[config.mk]
export PLATFORM = sky130hd
export DESIGN_NAME = hclk_gen
export DESIGN_NICKNAME = d
export VERILOG_FILES = /design/src/rtl/hclk_pkg.sv /design/src/rtl/hclk_period_decode.sv /design/src/rtl/hclk_phase_counter.sv /design/src/rtl/hclk_level_map.sv /design/src/rtl/hclk_gen.sv
export SDC_FILE = /design/constraint.sdc
export NUM_CORES = 1
export LEC_CHECK = 0
export CAP_MARGIN = 20
export CORE_MARGIN = 3
export CORE_UTILIZATION = 40
export DETAILED_ROUTE_END_ITERATION = 6
export DONT_BUFFER_PORTS = 1
export GPL_TIMING_DRIVEN = 0
export PLACE_DENSITY = 0.61
export SLEW_MARGIN = 20
export SYNTH_ARGS = -nofsm -noshare
export SYNTH_HDL_FRONTEND = slang
export SYNTH_HIERARCHICAL = 1
export SYNTH_SLANG_ARGS = --single-unit
export TNS_END_PERCENT = 5
[constraint.sdc]
create_clock -name clk -period 3.8 [get_ports clk]
set_clock_uncertainty 0.1 [all_clocks]
set_input_delay 0.76 -clock clk [delete_from_list [all_inputs] [get_ports clk]]
set_output_delay 0.76 -clock clk [all_outputs]
set_load 0.02 [all_outputs]
[src/rtl/hclk_pkg.sv]
package hclk_pkg;

  typedef struct packed {
    logic first;
    logic second;
  } hclk_pair_t;

  // Period in core cycles: a zero field selects the largest period 2**div_w.
  function automatic int period_cycles(input int div_val, input int div_w);
    return (div_val == 0) ? (1 << div_w) : div_val;
  endfunction

  // Add inc to a half-cycle count, folding once at modulus m.
  function automatic int wrap_add(input int cnt, input int inc, input int m);
    int s;
    s = cnt + inc;
    return (s >= m) ? (s - m) : s;
  endfunction

  // A half-cycle index in the upper half of the period is a high level.
  function automatic logic half_high(input int h, input int p);
    return (h >= p);
  endfunction

endpackage

[src/rtl/hclk_period_decode.sv]
module hclk_period_decode #(
  parameter int DIV_W = 4,
  localparam int MOD_W = DIV_W + 2
) (
  input  logic [DIV_W-1:0] divider,
  output logic [MOD_W-1:0] period,
  output logic [MOD_W-1:0] modulus
);
  always_comb begin
    period  = MOD_W'(hclk_pkg::period_cycles(int'(divider), DIV_W));
    modulus = MOD_W'(period << 1);
  end
endmodule

[src/rtl/hclk_phase_counter.sv]
module hclk_phase_counter #(
  parameter int DIV_W = 4,
  parameter int PH_W  = 4,
  localparam int MOD_W = DIV_W + 2
) (
  input  logic             clk,
  input  logic             rst,
  input  logic             enable,
  input  logic             advance,
  input  logic [PH_W-1:0]  phase,
  input  logic [MOD_W-1:0] modulus,
  output logic [MOD_W-1:0] cnt,
  output logic             step_evt,
  output logic             wrap_evt
);
  logic [MOD_W-1:0] cnt_next;
  logic [MOD_W-1:0] phase_ext;

  always_comb begin
    phase_ext = MOD_W'(phase);
    step_evt  = enable && advance;
    cnt_next  = MOD_W'(hclk_pkg::wrap_add(int'(cnt), 2, int'(modulus)));
    wrap_evt  = step_evt && ((int'(cnt) + 2) >= int'(modulus));
  end

  always_ff @(posedge clk) begin
    if (rst) begin
      cnt <= '0;
    end else if (!enable) begin
      cnt <= phase_ext;
    end else if (advance) begin
      cnt <= cnt_next;
    end
  end
endmodule

[src/rtl/hclk_level_map.sv]
module hclk_level_map #(
  parameter int DIV_W = 4,
  localparam int MOD_W = DIV_W + 2
) (
  input  logic [MOD_W-1:0]   cnt,
  input  logic [MOD_W-1:0]   period,
  input  logic [MOD_W-1:0]   modulus,
  output hclk_pkg::hclk_pair_t lvl
);
  int h_second;

  always_comb begin
    h_second   = hclk_pkg::wrap_add(int'(cnt), 1, int'(modulus));
    lvl.first  = hclk_pkg::half_high(int'(cnt), int'(period));
    lvl.second = hclk_pkg::half_high(h_second, int'(period));
  end
endmodule

[src/rtl/hclk_gen.sv]
module hclk_gen #(
  parameter int DIV_W = 4,
  parameter int PH_W  = 4
) (
  input  logic             clk,
  input  logic             rst,
  input  logic             enable,
  input  logic             advance,
  input  logic [DIV_W-1:0] divider,
  input  logic [PH_W-1:0]  phase,
  output logic             clk_first_half,
  output logic             clk_second_half
);
  localparam int MOD_W = DIV_W + 2;

  logic [MOD_W-1:0]     period;
  logic [MOD_W-1:0]     modulus;
  logic [MOD_W-1:0]     cnt;
  logic                 step_evt;
  logic                 wrap_evt;
  hclk_pkg::hclk_pair_t lvl;
  hclk_pkg::hclk_pair_t out_q;

  hclk_period_decode #(.DIV_W(DIV_W)) u_decode (
    .divider (divider),
    .period  (period),
    .modulus (modulus)
  );

  hclk_phase_counter #(.DIV_W(DIV_W), .PH_W(PH_W)) u_counter (
    .clk      (clk),
    .rst      (rst),
    .enable   (enable),
    .advance  (advance),
    .phase    (phase),
    .modulus  (modulus),
    .cnt      (cnt),
    .step_evt (step_evt),
    .wrap_evt (wrap_evt)
  );

  hclk_level_map #(.DIV_W(DIV_W)) u_map (
    .cnt     (cnt),
    .period  (period),
    .modulus (modulus),
    .lvl     (lvl)
  );

  // Output pair register: launch on advancing cycles, freeze on stalls.
  always_ff @(posedge clk) begin
    if (rst || !enable) begin
      out_q <= '0;
    end else if (step_evt) begin
      out_q <= lvl;
    end else begin
      out_q.first  <= out_q.second;
      out_q.second <= out_q.second;
    end
  end

  assign clk_first_half  = out_q.first;
  assign clk_second_half = out_q.second;
endmodule

==> qor.csv <==
stage,metric,value,unit
worst_hold_path,min_path_type,flip-flop to flip-flop,
clocking,cts.sink_count,8,
critical_path,required,3810,ps
critical_path,end_kind,flip-flop,
finish,instances_no_fill,274,
floorplanning,fp.dieH,70.5,microns
status,run_status,completed,
floorplanning,initial_core_util,43.5,%
critical_path,cp-start-kind,input port,
sta,whs,491,ps
place,place_inst,254,
place,io_buffers,0,
detailed_routing,drt-wirelength-per-cell,14.4,microns
clocking,clkTransAtPathRegs,40,ps
sta,fin_ws,169,ps
detailed_routing,dr.first_iter.drc_count,89,
sta,hold_viol_final,0,
power,peakVddDrop,0.167,mV
sta,finalMaxSlewViolations,0,
grt,track_usage,16.2,%
grt,busiest_layer,met2,
logic_synthesis,yosys_warnings,6,
sta,finalSetupViolCount,0,
power,powerDensity,289,nW/um^2
finish,area_delta_synth_final,22.0,%
power,swShare,39.5,%
finish,fin_area,2030,sq um
sta,fin_crit_sh,95.6,%
floorplanning,ioPinCount,14,
grt,antenna_found_initial,0,
grt,grt_use_met2,29.7,%
clocking,cts_buffer_depth,2,
place,dp_slack,-424,ps
grt,grt_use_met1,20.8,%
critical_path,path_depth,15,
grt,grt_pass1_wl,6750,microns
detailed_routing,dr.pass1.iters,4,
floorplanning,fp.dieArea,4970,sq um
detailed_routing,vias_per_cell,5.40,
power,power.leakage,0.000962,uW
floorplanning,rows,22,
floorplanning,die_x,70.5,microns
place,place.gp.congestion,0.794,
power,internal-power,355,uW
sta,max_freq,275,MHz
worst_hold_path,hold_path_depth,2,
place,dp_hpwl,2910,microns
critical_path,crit_chain,"nor4_4, inv_2, buf_4, ha_4, a2111oi_4, nand2_4, mux2_4, ha_1, nand2b_4, a2111oi_4, o21bai_1, a21oi_1, o22ai_1, nand2_1, a21oi_1",
logic_synthesis,netlist_instances,205,
power,total_power,587,uW
power,p_clk_share,17.0,%
clocking,numCtsBuffers,3,
critical_path,slowest_delay,370,ps
power,seqPwrFrac,18.1,%
detailed_routing,vias,1480,
clocking,clock_latency,230,ps
critical_path,crit_fanout,4,
critical_path,cp.arrival,3650,ps
critical_path,crit_slowest_cell,a2111oi_4,
clocking,tritoncts,yes,
logic_synthesis,synth_area,1660,sq um
grt,grt_use_met3,2.30,%
run,cap_violations,0,
detailed_routing,ant_nets,0,
sta,period_needed,3630,ps
finish,drive_above_1_share,30.1,%
finish,layout.nets,269,
power,p_comb_share,64.9,%
critical_path,crit_type,input port to flip-flop,
grt,grt_max_degree,11,
grt,grt_pass1_vias,1475,
place,placed_cell_area,1750,sq um
detailed_routing,drc,0,
floorplanning,core-area,3830,sq um
logic_synthesis,syn_avg_cell_area,8.12,sq um
grt,gr-total-overflow,0,
clocking,h-tree-depth,1,
clocking,cts_root_buf,clkbuf_8,
critical_path,reg2reg_depth,17,
power,p_switching,231,uW
critical_path,critPathTopFamily,compound AO/OA/AOI/OAI gates,
detailed_routing,wirelength,3950,microns
critical_path,path_buf_inv,2,
finish,diodes,0,
==> power by group through the flow <==
stage / registers [uW] / logic, uW / clock network (uW)
floorplan: 105 / 263 / 0
global placement: 112 / 314 / 0
detailed placement: 112 / 315 / 0
CTS: 109 / 350 / 104
global route: 107 / 421 / 109
finish: 106 / 381 / 99.7
==> final timing paths <==
kind | slack [ps] | startpoint | endpoint
setup / recovery | 170 | divider[0] | clk_second_half
hold / removal | 490 | clk_second_half | clk_first_half
setup reg to reg | 200 | u_counter/cnt[0] | clk_second_half
hold reg to reg | 490 | clk_second_half | clk_first_half
==> through the flow <==
step           util [%]  setup TNS, ps
5_1_grt            53.1          -7.33
2_1_floorplan         -              0
6_report           53.1              0
4_1_cts            50.7              0
3_5_place_dp       45.7           -424
3_3_place_gp       45.7           -418
==> state kept, by name (all words and copies together) (netlist names) <==
register and cells:
u_counter/cnt 6, clk_first_half 1, clk_second_half 1
==> metal layers <==
layer | part of all wire (%) | up-vias
met5 | 0 | -
met4 | 0 | 0
met3 | 3.2 | 0
met2 | 51 | 35
met1 | 45 | 676
li1 | - | 769
==> worst min-delay path, stage by stage (launching register included) <==
cell and delay (ps):
dfxtp_1 370, nand2b_1 110, a21oi_1 60
==> timing repair <==
| item | CTS | global route |
|---|---|---|
| pin swaps | 8 | 7 |
| hold buffers | 0 | 0 |
| setup buffers | 9 | 8 |
| resized for setup | 18 | 6 |
| endpoints found under the setup margin | 1 | 1 |
==> cell type report <==
type                       instances  area (sq um)
inverter                          20          75.1
clock buffer                       3          41.3
timing repair buffer              17           128
multi-input combinational        164          1460
buffer                            14          92.6
fill                             367          1800
tap                               48          60.1
sequential                         8           179
==> layout by cell type, fill, tap and decap left out, types with 6 or more instances in the layout <==
cell       n
buf_4     25
ha_1      23
inv_1     19
a21oi_1   12
nand3_1   11
nor2_1    11
nand2b_1   8
nand2_1    8
xnor2_1    6
o21ai_0    6
(Power assumes the default switching activity.)
